===== src/rtl/addr_detect_pkg.sv =====
package addr_detect_pkg;

  localparam int ADDR_W = 7;
  localparam int BYTE_W = ADDR_W + 1;
  localparam int BITS_PER_ADDR = 8;
  localparam int CNT_W = $clog2(BITS_PER_ADDR);

  typedef enum logic [2:0] {
    EXT_NONE     = 3'd0,
    EXT_GCALL    = 3'd1,
    EXT_STARTB   = 3'd2,
    EXT_CBUS     = 3'd3,
    EXT_OTHERBUS = 3'd4,
    EXT_TENBIT   = 3'd5,
    EXT_RSVD     = 3'd6
  } extType_e;

  typedef enum logic [1:0] {
    ST_IDLE = 2'd0,
    ST_ADDR = 2'd1,
    ST_HELD = 2'd2
  } phase_e;

  // strobes from control to datapath
  typedef struct packed {
    logic clrFlags;
    logic capture;
  } ctrlStrobe_t;

endpackage


===== src/rtl/addr_detect_dp.sv =====
module addr_detect_dp
  import addr_detect_pkg::*;
(
  input  logic              clk,
  input  logic              rstN,
  input  ctrlStrobe_t       strobes,
  input  logic [BYTE_W-1:0] rxByte,
  input  logic              addrWe,
  input  logic [ADDR_W-1:0] addrWd,
  input  logic              txActive,
  input  logic              txBit,
  input  logic              sdaIn,
  input  logic              sclRise,
  output logic              matchHit,
  output logic              extHit,
  output logic [ADDR_W-1:0] localAddr,
  output logic              coinFlag,
  output logic              extFlag,
  output logic [2:0]        extType,
  output logic              txErr
);

  logic [ADDR_W-1:0] rxAddr;
  logic              rxRw;
  extType_e          typeNext;

  assign rxAddr = rxByte[BYTE_W-1:1];
  assign rxRw   = rxByte[0];

  // local address register: only a software write alters it
  always_ff @(posedge clk or negedge rstN) begin
    if (!rstN) localAddr <= '0;
    else if (addrWe) localAddr <= addrWd;
  end

  // comparison and classification
  assign matchHit = (rxAddr == localAddr);
  assign extHit   = (rxByte[BYTE_W-1 -: 4] == 4'b0000) ||
                    (rxByte[BYTE_W-1 -: 4] == 4'b1111);

  always_comb begin
    typeNext = EXT_NONE;
    if (extHit) begin
      if (rxAddr == 7'b0000000)          typeNext = rxRw ? EXT_STARTB : EXT_GCALL;
      else if (rxAddr == 7'b0000001)     typeNext = EXT_CBUS;
      else if (rxAddr == 7'b0000010)     typeNext = EXT_OTHERBUS;
      else if (rxAddr[6:2] == 5'b11110)  typeNext = EXT_TENBIT;
      else                               typeNext = EXT_RSVD;
    end
  end

  // flag registers
  always_ff @(posedge clk or negedge rstN) begin
    if (!rstN) begin
      coinFlag <= 1'b0;
      extFlag  <= 1'b0;
      extType  <= EXT_NONE;
    end else if (strobes.clrFlags) begin
      coinFlag <= 1'b0;
      extFlag  <= 1'b0;
      extType  <= EXT_NONE;
    end else if (strobes.capture) begin
      coinFlag <= matchHit;
      extFlag  <= extHit;
      extType  <= typeNext;
    end
  end

  // transmit bit comparator, sticky until START/STOP
  always_ff @(posedge clk or negedge rstN) begin
    if (!rstN) txErr <= 1'b0;
    else if (strobes.clrFlags) txErr <= 1'b0;
    else if (txActive && sclRise && (txBit != sdaIn)) txErr <= 1'b1;
  end

endmodule


===== src/rtl/addr_detect_ctrl.sv =====
module addr_detect_ctrl
  import addr_detect_pkg::*;
(
  input  logic        clk,
  input  logic        rstN,
  input  logic        startDet,
  input  logic        stopDet,
  input  logic        sclFall,
  input  logic        relCmd,
  input  logic        matchHit,
  input  logic        extHit,
  output ctrlStrobe_t strobes,
  output logic        engaged,
  output logic        irqPulse
);

  localparam logic [CNT_W-1:0] LAST_BIT = CNT_W'(BITS_PER_ADDR - 1);

  phase_e           phase;
  logic [CNT_W-1:0] bitCnt;
  logic             eighthFall;
  logic             hit;

  assign eighthFall = (phase == ST_ADDR) && sclFall && (bitCnt == LAST_BIT) &&
                      !startDet && !stopDet && !relCmd;
  assign hit        = matchHit || extHit;

  assign strobes.clrFlags = startDet || stopDet;
  assign strobes.capture  = eighthFall;
  assign engaged          = (phase != ST_IDLE);

  always_ff @(posedge clk or negedge rstN) begin
    if (!rstN) begin
      phase    <= ST_IDLE;
      bitCnt   <= '0;
      irqPulse <= 1'b0;
    end else begin
      irqPulse <= 1'b0;
      if (startDet) begin
        phase  <= ST_ADDR;
        bitCnt <= '0;
      end else if (stopDet || relCmd) begin
        phase  <= ST_IDLE;
        bitCnt <= '0;
      end else if (eighthFall) begin
        bitCnt   <= '0;
        irqPulse <= hit;
        phase    <= hit ? ST_HELD : ST_IDLE;
      end else if ((phase == ST_ADDR) && sclFall) begin
        bitCnt <= bitCnt + 1'b1;
      end
    end
  end

endmodule


===== src/rtl/i2c_addr_detect.sv =====
module i2c_addr_detect
  import addr_detect_pkg::*;
(
  input  logic              clk,
  input  logic              rstN,
  input  logic              startDet,
  input  logic              stopDet,
  input  logic              sclFall,
  input  logic              sclRise,
  input  logic [BYTE_W-1:0] rxByte,
  input  logic              addrWe,
  input  logic [ADDR_W-1:0] addrWd,
  input  logic              relCmd,
  input  logic              txActive,
  input  logic              txBit,
  input  logic              sdaIn,
  output logic [ADDR_W-1:0] localAddr,
  output logic              engaged,
  output logic              coinFlag,
  output logic              extFlag,
  output logic [2:0]        extType,
  output logic              irqPulse,
  output logic              txErr
);

  ctrlStrobe_t strobes;
  logic        matchHit;
  logic        extHit;

  addr_detect_ctrl u_ctrl (
    .clk      (clk),
    .rstN     (rstN),
    .startDet (startDet),
    .stopDet  (stopDet),
    .sclFall  (sclFall),
    .relCmd   (relCmd),
    .matchHit (matchHit),
    .extHit   (extHit),
    .strobes  (strobes),
    .engaged  (engaged),
    .irqPulse (irqPulse)
  );

  addr_detect_dp u_dp (
    .clk       (clk),
    .rstN      (rstN),
    .strobes   (strobes),
    .rxByte    (rxByte),
    .addrWe    (addrWe),
    .addrWd    (addrWd),
    .txActive  (txActive),
    .txBit     (txBit),
    .sdaIn     (sdaIn),
    .sclRise   (sclRise),
    .matchHit  (matchHit),
    .extHit    (extHit),
    .localAddr (localAddr),
    .coinFlag  (coinFlag),
    .extFlag   (extFlag),
    .extType   (extType),
    .txErr     (txErr)
  );

endmodule


===== config.mk =====
export PLATFORM = sky130hd
export DESIGN_NAME = i2c_addr_detect
export DESIGN_NICKNAME = d
export VERILOG_FILES = /design/src/rtl/addr_detect_pkg.sv /design/src/rtl/addr_detect_dp.sv /design/src/rtl/addr_detect_ctrl.sv /design/src/rtl/i2c_addr_detect.sv
export SDC_FILE = /design/constraint.sdc
export NUM_CORES = 1
export LEC_CHECK = 0
export BUFFER_PORTS_ARGS = -buffer_cell sky130_fd_sc_hd__buf_4
export CORE_MARGIN = 3
export CORE_UTILIZATION = 38
export DETAILED_ROUTE_END_ITERATION = 16
export GPL_TIMING_DRIVEN = 0
export HOLD_SLACK_MARGIN = 0.03
export PLACE_DENSITY_LB_ADDON = 0.08
export SLEW_MARGIN = 20
export SYNTH_ARGS = -nofsm -noshare
export SYNTH_HDL_FRONTEND = slang
export SYNTH_SLANG_ARGS = --single-unit

===== constraint.sdc =====
create_clock -name clk -period 3.25 [get_ports clk]
set_clock_uncertainty 0.15 [all_clocks]
set_input_delay 0.8125 -clock clk [delete_from_list [all_inputs] [get_ports clk]]
set_output_delay 0.8125 -clock clk [all_outputs]
set_load 0.03 [all_outputs]

==> impl_metrics.tcl, run 1 <==
set metrics [dict create \
    worst_setup_hold_path_clk_slew_ns 0.11 \
    synthArstFlopShare 1.00 \
    place.detailed.hpwl_mm 1.59 \
    global_route_wire_length_before_repair_mm 3.36 \
    start_util 0.413 \
    grt_pass1_vias 794 \
    antenna-diode-count 0 \
    tritoncts_num_sinks 19 \
    ctsLongestPathBuffers 2 \
    synth_top_flop_cell "sky130_fd_sc_hd__dfrtp_1" \
    flow.area_growth_from_synthesis_pct 37.3 \
    critical_path_class "flop to primary output" \
    setup.worst_path.start_class "flop" \
    synthesis.nets 114 \
    cap_violations 0 \
    finalSetupViolCount 0 \
    cts_hold_buf 0 \
    yosysWarnings 0 \
    drt_pass1_iterations 4 \
    vdd_ir_drop_max_mv 0.209 \
    leakage_power_nw 0.610 \
    io_pins 41 \
    synthesis_stage_register_bit_count 19 \
    outcome "completed" \
    synth_sequential_area_ratio 0.501 \
    rsz0062_at_grt "false" \
    grt_max_degree 20 \
    post-cts-setup-buffers 0 \
    core_area_um2 2300 \
    cts_resized 0 \
    hold_path.class "primary input to asynchronous set/reset pin" \
    utilization 0.567 \
    achievable_frequency_ghz 0.466 \
    hold_viol_final 0 \
    antenna_violations_before_repair 0 \
    cts_tree "yes" \
    gp_congestion 0.809 \
    synthDistinctLibCells 32 \
    synth.cell_area_um2 948 \
    ctsRootBufferMaster "sky130_fd_sc_hd__clkbuf_4" \
    max-slew-margin-rel 0.748 \
    drt_first_iter_violations 4 \
    timing.final.crit_share 0.661 \
    maxSlewViolCount 0 \
    worst_margin_pin_slew_ns 0.378 \
    synth-edff-count 0 \
    route.antenna.remaining_nets 0 \
    multiInputGateArea_um2 465 \
    synth.avg_cell_area_um2 11.0 \
    h-tree-depth 1 \
    nNetsFinal 158 \
    largest_fanout_on_the_critical_path 6 \
    gr-usage-all-layers 0.134 \
    drive_gt1_frac 0.426 \
    chipWidth_um 56.0 \
    fillerInstances 211 \
    drc_errors 0 \
    insertion_delay_ns 0.29 \
    worst-endpoint-required_ns 2.29 \
    io_buffer_count 39 \
    fp.dieArea_um2 3130 \
    worst_ep_arrival_time_ns 1.19 \
    vias_per_cell 5.13 \
    critPathCaptureType "primary output" \
    core.rowCount 17 \
    cts_made_buffers 3 \
    final.setup.tns_ns 0 \
    fp.dieH_um 56.0 \
    final_period_minus_worst_setup_slack_ns 2.15 \
    sequential_cell_area_um2 475 \
    power_per_cell_area_nw_per_um2 368 \
    routed-via-count 805 \
    wire_per_inst_um 12.3 \
    routed_wl_mm 1.93 \
    synthesis.instances 86 \
    globalRoute.totalOverflow 0 \
]
## critical path, cell delays in order, from the launching register on
cell and delay [ns]:
sky130_fd_sc_hd__dfrtp_1 0.43, sky130_fd_sc_hd__or2_2 0.30, sky130_fd_sc_hd__buf_4 0.17
## flip-flops by register name (all words and copies together) (netlist names)
register / count
u_dp.extFlag: 1
u_ctrl.irqPulse: 1
u_ctrl.bitCnt: 3
u_dp.extType: 3
u_dp.txErr: 1
u_dp.localAddr: 7
u_ctrl.phase: 2
u_dp.coinFlag: 1
## cell families after synthesis
family          Yosys count  share of synthesized area
mux                       7                     0.0831
simple gates             32                      0.195
compound gates           16                      0.112
xor+xnor                  8                     0.0739
fa+ha+maj                 2                     0.0264
buf+inv                   2                    0.00791
flops                    19                      0.501
## Yosys cell counts (2+ instances only)
| library cell | count | area (µm²) |
|---|---|---|
| sky130_fd_sc_hd__a31oi_1 | 2 | 12.5 |
| sky130_fd_sc_hd__nor3b_1 | 2 | 15.0 |
| sky130_fd_sc_hd__xor2_1 | 5 | 43.8 |
| sky130_fd_sc_hd__nor3_1 | 5 | 25.0 |
| sky130_fd_sc_hd__ha_1 | 2 | 25.0 |
| sky130_fd_sc_hd__o21ai_0 | 2 | 10.0 |
| sky130_fd_sc_hd__nor2_1 | 7 | 26.3 |
| sky130_fd_sc_hd__o21ai_1 | 2 | 10.0 |
| sky130_fd_sc_hd__a21oi_1 | 5 | 25.0 |
| sky130_fd_sc_hd__mux2_2 | 7 | 78.8 |
| sky130_fd_sc_hd__xnor2_1 | 3 | 26.3 |
| sky130_fd_sc_hd__dfrtp_1 | 19 | 475 |
| sky130_fd_sc_hd__nand2_1 | 6 | 22.5 |
## where the power goes
group | internal, mW | switching [mW] | total, mW
Combinational | 0.0514 | 0.0527 | 0.104
Sequential | 0.246 | 0.00981 | 0.256
Clock | 0.0477 | 0.0715 | 0.119
Total | 0.345 | 0.134 | 0.479
## stage by stage
step                instances  hold WS (ns)  worst slack [ns]  power (mW)  instance area, µm²
global route              157         0.215              1.01       0.510                1300
finish                    157         0.222              1.10       0.479                1300
CTS                       157         0.222              1.09       0.485                1300
floorplan                  86         0.337              1.27       0.311                 948
detailed placement        153         0.325              1.06       0.366                1280
global placement          153         0.310              1.07       0.365                1280
## placed cells by master, fill, tap and decap left out, types with 2 or more instances in the layout
master	instances
sky130_fd_sc_hd__xor2_1	5
sky130_fd_sc_hd__o21ai_1	2
sky130_fd_sc_hd__xnor2_1	3
sky130_fd_sc_hd__ha_1	2
sky130_fd_sc_hd__nor3_1	5
sky130_fd_sc_hd__a21oi_1	5
sky130_fd_sc_hd__clkbuf_4	3
sky130_fd_sc_hd__clkbuf_1	2
sky130_fd_sc_hd__buf_4	39
sky130_fd_sc_hd__dfrtp_1	19
sky130_fd_sc_hd__nor2_1	7
sky130_fd_sc_hd__mux2_2	7
sky130_fd_sc_hd__nor3b_1	2
sky130_fd_sc_hd__a31oi_1	2
sky130_fd_sc_hd__nand2_1	6
sky130_fd_sc_hd__o21ai_0	2
## area by class of cell
type	instances	share of cell area
flip-flops and latches	19	0.365
multi-input cells	65	0.357
repair buffers	39	0.225
well taps	28	0.0269
clock buffers	4	0.0202
plain buffers	1	0.00288
inverters	1	0.00288
## final timing paths
kind	from	depth (start not counted)	slack, ns	to
max	u_ctrl.phase[1]$_DFFE_PN0P_	2	1.10	engaged
min	rstN	1	0.22	u_dp.extFlag$_DFFE_PN0P_
max reg2reg	u_ctrl.bitCnt[0]$_DFFE_PN0P_	6	1.43	u_dp.extType[0]$_DFFE_PN0P_
min reg2reg	u_dp.extFlag$_DFFE_PN0P_	2	0.34	u_dp.extFlag$_DFFE_PN0P_
max in group asynchronous	rstN	1	2.52	u_dp.localAddr[0]$_DFFE_PN0P_
min in group clk	u_dp.extFlag$_DFFE_PN0P_	2	0.34	u_dp.extFlag$_DFFE_PN0P_
## routing by layer
metal / GRT usage / part of all wire / vias to the layer above
met2: 0.217 / 0.49 / 20
met4: 0.0610 / 0.0093 / 0
met5: 0 / 0 / -
met3: 0.0278 / 0.056 / 2
li1: - / - / 401
met1: 0.170 / 0.44 / 382
(Power assumes the default switching activity.)
==> run 2, diff against run 1 <==
==> constraint.sdc (replaced) <==
create_clock -name clk -period 2.11 [get_ports clk]
set_clock_uncertainty 0.15 [all_clocks]
set_input_delay 0.5275 -clock clk [delete_from_list [all_inputs] [get_ports clk]]
set_output_delay 0.5275 -clock clk [all_outputs]
set_load 0.03 [all_outputs]
==> run 2 against run 1 <==
Against the previous run: sequential power rose by 54%; first-iteration DRC count did not move; final cell count rose by 0.64%; die area did not move; power rose by 54%; cell area rose by 0.77%; setup slack got worse by 0.85 ns; highest routed layer unchanged.
==> impl_metrics.tcl, run 2 (synthesis results as in run 1) <==
set metrics [dict create \
    outcome "completed" \
    max-slew-margin-rel 0.748 \
    achievable_frequency_ghz 0.537 \
    grt_max_degree 20 \
    route.antenna.remaining_nets 0 \
    cts_resized 0 \
    gr-usage-all-layers 0.134 \
    worst_margin_pin_slew_ns 0.378 \
    cp_cell_sequence "or2_2, buf_4" \
    worst_ep_arrival_time_ns 1.19 \
    routed-via-count 807 \
    hold_depth 2 \
    combPwrFrac 0.219 \
    routed_wl_mm 1.93 \
    antenna-diode-count 0 \
    cts_made_buffers 3 \
    layout_top_registers "u_dp.localAddr (7), u_ctrl.bitCnt (3), u_dp.extType (3)" \
    leakage_power_nw 0.615 \
    rsz0062_at_grt "false" \
    ctsRootBufferMaster "sky130_fd_sc_hd__clkbuf_4" \
    fp.dieArea_um2 3130 \
    finalSetupViolCount 0 \
    global_route_wire_length_before_repair_mm 3.36 \
    drive_gt1_frac 0.423 \
    switching_power_mw 0.207 \
    worst_setup_path_startpoint "u_ctrl.phase[1]$_DFFE_PN0P_" \
    nNetsFinal 159 \
    vias_per_cell 5.11 \
    power_per_cell_area_nw_per_um2 564 \
    globalRoute.totalOverflow 0 \
    flow.area_growth_from_synthesis_pct 38.4 \
    io_buffer_count 39 \
    hold_viol_final 0 \
    largest_register_ffs 7 \
    largest_fanout_on_the_critical_path 6 \
    drt_pass1_iterations 4 \
    worstSetupPathDepth 2 \
    fin_hold_ws_ns 0.267 \
    placed_cells 153 \
    h-tree-depth 1 \
    power_switching_share 0.279 \
    insertion_delay_ns 0.29 \
    share_seq_of_total_power 0.533 \
    post-cts-setup-buffers 0 \
    critPathCaptureType "primary output" \
    most_frequent_cells_in_the_layout "sky130_fd_sc_hd__buf_4 (39), sky130_fd_sc_hd__dfrtp_1 (19), sky130_fd_sc_hd__nor2_1 (7), sky130_fd_sc_hd__mux2_2 (7), sky130_fd_sc_hd__nand2_1 (6)" \
    tritoncts_num_sinks 19 \
    core_area_um2 2300 \
    antenna_violations_before_repair 0 \
    worst-endpoint-required_ns 1.43 \
    path_delay_family "flip-flops" \
    chipWidth_um 56.0 \
    setup.worst_path.start_class "flop" \
    worst_r2r_path_depth 6 \
    start_util 0.413 \
    maxSlewViolCount 0 \
    final_period_minus_worst_setup_slack_ns 1.86 \
    vdd_ir_drop_max_mv 0.322 \
    cts_tree "yes" \
    critical_path.max_stage_delay_ns 0.43 \
    top_register "u_dp.localAddr" \
    final.setup.tns_ns 0 \
    core.rowCount 17 \
    ctsLongestPathBuffers 2 \
    instances_no_fill 158 \
    cap_violations 0 \
    gp_congestion 0.809 \
    critical_r2r_launch "u_ctrl.bitCnt[0]$_DFFE_PN0P_" \
    place.detailed.hpwl_mm 1.59 \
    io_pins 41 \
    timing.final.crit_share 0.883 \
    fp.dieH_um 56.0 \
    drc_errors 0 \
    place_area_um2 1280 \
    pwr-share-clk 0.248 \
    final_non_filler_cell_area_um2 1310 \
    critical_path_class "flop to primary output" \
    endpoint "engaged" \
    timing.final.ws_setup_ns 0.247 \
    grt_pass1_vias 794 \
    internal-power_mw 0.533 \
    worst_setup_hold_path_clk_slew_ns 0.10 \
    place_ws_ns 0.210 \
    reg2reg_to "u_dp.extType[0]$_DFFE_PN0P_" \
    cp_slowest_cell "sky130_fd_sc_hd__dfrtp_1" \
    wire_per_inst_um 12.2 \
    drt_first_iter_violations 4 \
    mostFrequentLayoutCell "sky130_fd_sc_hd__buf_4" \
    number_of_buffers_and_inverters_on_the_critical_path 1 \
    reg2reg_setup_slack_ns 0.29 \
    hold_path.class "primary input to flop" \
]
## run 2: cell count changes in the layout (fill, tap and decap cells not counted)
cell	change
sky130_fd_sc_hd__dlygate4sd3_1	+1
## run 2: worst min-delay path by stage
stage	start	endpoint	slack, ns
floorplan	rstN	u_ctrl.bitCnt[0]$_DFFE_PN0P_	0.08
global placement	rstN	u_ctrl.bitCnt[2]$_DFFE_PN0P_	0.26
detailed placement	rstN	u_ctrl.bitCnt[2]$_DFFE_PN0P_	0.27
CTS	stopDet	u_dp.txErr$_DFFE_PN0P_	0.25
global route	stopDet	u_dp.txErr$_DFFE_PN0P_	0.24
finish	stopDet	u_dp.txErr$_DFFE_PN0P_	0.27
## run 2: layout make-up
cell class | instances | area, µm²
fill | 210 | 985
sequential | 19 | 475
multi-input combinational | 65 | 465
timing repair buffer | 40 | 303
tap | 28 | 35.0
clock buffer | 4 | 26.3
buffer | 1 | 3.75
inverter | 1 | 3.75
## run 2: through the flow
stage               total power, mW   util
CTS                           0.749  0.571
finish                        0.740  0.571
detailed placement            0.564  0.556
global route                  0.787  0.571
floorplan                     0.478      -
global placement              0.561  0.556
## run 2: power groups by stage
stage	logic [mW]	registers (mW)	clock network (mW)
after floorplan	0.0509	0.428	0
after global placement	0.160	0.401	0
after detailed placement	0.162	0.402	0
after CTS	0.163	0.395	0.191
after global routing	0.176	0.398	0.213
final	0.162	0.395	0.183
## run 2: repair_timing
action | CTS | global route
endpoints found under the hold margin | 19 | 0
setup endpoints to repair | 0 | 0
hold buffers | 1 | 0
## run 2: routing by layer
metal  track usage  vias up  wire, µm
met5             0        -         0
met4        0.0610        0        18
met3        0.0278        2       114
met2         0.217       20       955
met1         0.170      382       844
li1              -      403         -
==> run 3, diff against run 2 <==
--- a/config.mk
+++ b/config.mk
@@ -7,7 +7,7 @@
 export LEC_CHECK = 0
 export BUFFER_PORTS_ARGS = -buffer_cell sky130_fd_sc_hd__buf_4
 export CORE_MARGIN = 3
-export CORE_UTILIZATION = 38
+export CORE_UTILIZATION = 46
 export DETAILED_ROUTE_END_ITERATION = 16
 export GPL_TIMING_DRIVEN = 0
 export HOLD_SLACK_MARGIN = 0.03
==> run 3 against run 2 <==
Against the previous run: non-clock buffer count stayed put; global-route usage rose by 4.5 points; combinational power about the same; maximum frequency down 0.90%; clock power decreased by 4%; final cell count decreased by 1.9%; cell area decreased by 0.29%.
==> impl_metrics.tcl, run 3 (synthesis results as in run 1) <==
set metrics [dict create \
    globalRoute.totalOverflow 0 \
    critical_path_class "flop to flop" \
    maxSlewViolCount 0 \
    vdd_ir_drop_max_mv 0.349 \
    most_frequent_cells_in_the_layout "sky130_fd_sc_hd__buf_4 (39), sky130_fd_sc_hd__dfrtp_1 (19), sky130_fd_sc_hd__nor2_1 (7), sky130_fd_sc_hd__mux2_2 (7), sky130_fd_sc_hd__nand2_1 (6)" \
    tritoncts_num_sinks 19 \
    nNetsFinal 159 \
    max-slew-margin-rel 0.748 \
    rsz0062_at_grt "false" \
    worst_ep_arrival_time_ns 1.93 \
    grt_max_degree 20 \
    largest_register_ffs 7 \
    hold_path.class "primary input to flop" \
    cts_tree "yes" \
    ctsRootBufferMaster "sky130_fd_sc_hd__clkbuf_4" \
    drt_first_iter_violations 8 \
    outcome "completed" \
    start_util 0.516 \
    antenna_violations_before_repair 0 \
    place.detailed.hpwl_mm 1.74 \
    io_buffer_count 39 \
    leakage_power_nw 0.615 \
    worst-endpoint-required_ns 2.17 \
    chipWidth_um 51.4 \
    final.setup.tns_ns 0 \
    cp_cell_sequence "ha_1, ha_1, and4b_1, nand2_1, or2_1, o31ai_2" \
    achievable_frequency_ghz 0.532 \
    placed_cells 150 \
    routed_wl_mm 2.14 \
    flow.area_growth_from_synthesis_pct 38.0 \
    mostFrequentLayoutCell "sky130_fd_sc_hd__buf_4" \
    wire_per_inst_um 13.8 \
    finalSetupViolCount 0 \
    drc_errors 0 \
    gr-usage-all-layers 0.178 \
    antenna-diode-count 0 \
    core_area_um2 1840 \
    worst_r2r_path_depth 6 \
    top_register "u_dp.localAddr" \
    h-tree-depth 1 \
    switching_power_mw 0.202 \
    hold_depth 2 \
    fp.dieArea_um2 2640 \
    timing.final.crit_share 0.891 \
    critical_path.max_stage_delay_ns 0.39 \
    insertion_delay_ns 0.28 \
    layout_top_registers "u_dp.localAddr (7), u_ctrl.bitCnt (3), u_dp.extType (3)" \
    global_route_wire_length_before_repair_mm 3.52 \
    power_per_cell_area_nw_per_um2 562 \
    setup.worst_path.start_class "flop" \
    drive_gt1_frac 0.423 \
    final_period_minus_worst_setup_slack_ns 1.88 \
    hold_viol_final 0 \
    routed-via-count 826 \
    worst_path_most_repeated_cell "sky130_fd_sc_hd__ha_1" \
    cap_violations 0 \
    largest_fanout_on_the_critical_path 5 \
    share_seq_of_total_power 0.537 \
    internal-power_mw 0.533 \
    cts_resized 0 \
    cp_slowest_cell "sky130_fd_sc_hd__dfrtp_1" \
    vias_per_cell 5.33 \
    instances_no_fill 155 \
    route.antenna.remaining_nets 0 \
    fp.dieH_um 51.4 \
    pwr-share-clk 0.239 \
    critPathCaptureType "flop" \
    ctsLongestPathBuffers 2 \
    worst_setup_hold_path_clk_slew_ns 0.10 \
    gp_congestion 0.820 \
    io_pins 41 \
    drt_pass1_iterations 5 \
    worst_margin_pin_slew_ns 0.378 \
    cts_made_buffers 3 \
    grt_pass1_vias 846 \
    combPwrFrac 0.223 \
    core.rowCount 15 \
    power_switching_share 0.275 \
]
-- run 3: cell counts in the layout (fill, tap and decap cells not counted) --
No cell type changed its count.
-- run 3: timing repair --
action | CTS | global route
endpoints found under the hold margin | 19 | 0
hold buffers | 1 | 0
buffers inserted | 0 | 0
-- run 3: final timing paths --
path / start / end / slack (ns)
worst max-delay path: u_ctrl.bitCnt[0]$_DFFE_PN0P_ / u_dp.extType[0]$_DFFE_PN0P_ / 0.23
worst min-delay path: stopDet / u_dp.txErr$_DFFE_PN0P_ / 0.28
worst max register to register: u_ctrl.bitCnt[0]$_DFFE_PN0P_ / u_dp.extType[0]$_DFFE_PN0P_ / 0.23
worst min register to register: u_dp.extType[0]$_DFFE_PN0P_ / u_dp.extType[0]$_DFFE_PN0P_ / 0.35
max in group asynchronous: rstN / u_dp.localAddr[2]$_DFFE_PN0P_ / 1.11
min in group asynchronous: rstN / u_dp.extType[1]$_DFFE_PN0P_ / 0.50
-- run 3: power groups by stage --
stage	Clock (mW)	Sequential [mW]	Combinational [mW]
after CTS	0.183	0.395	0.166
after detailed placement	0	0.402	0.165
final	0.176	0.395	0.164
after floorplan	0	0.428	0.0509
after global routing	0.195	0.398	0.177
after global placement	0	0.401	0.159
-- run 3: layer usage --
layer | global-route usage | share of wire
met3 | 0.0350 | 0.056
met2 | 0.328 | 0.54
met5 | 0 | 0
met4 | 0.0699 | 0.0089
met1 | 0.198 | 0.40
-- run 3: stage by stage --
step                power, mW  worst slack [ns]  hold WS, ns  utilization  cell area [µm²]
global route            0.770             0.176        0.265        0.712             1310
finish                  0.735             0.230        0.277        0.712             1310
global placement        0.560             0.226        0.264        0.692             1270
detailed placement      0.567             0.223        0.262        0.692             1270
floorplan               0.478             0.415       0.0819            -              948
CTS                     0.744             0.230        0.268        0.712             1310
-- run 3: area by class of cell --
| class | count | area (µm²) |
|---|---|---|
| inverters | 1 | 3.75 |
| clock buffers | 4 | 26.3 |
| well taps | 25 | 31.3 |
| fillers | 159 | 531 |
| flip-flops and latches | 19 | 475 |
| repair buffers | 40 | 303 |
| multi-input cells | 65 | 465 |
| plain buffers | 1 | 3.75 |
-- run 3: worst max-delay path, delay by kind of cell, from the launching register on --
family / cells / cell delay, ns
and+or+nand+nor: 3 / 0.63
AOI/OAI and AO/OA: 1 / 0.21
adders and majority gates: 2 / 0.43
DFF: 1 / 0.39
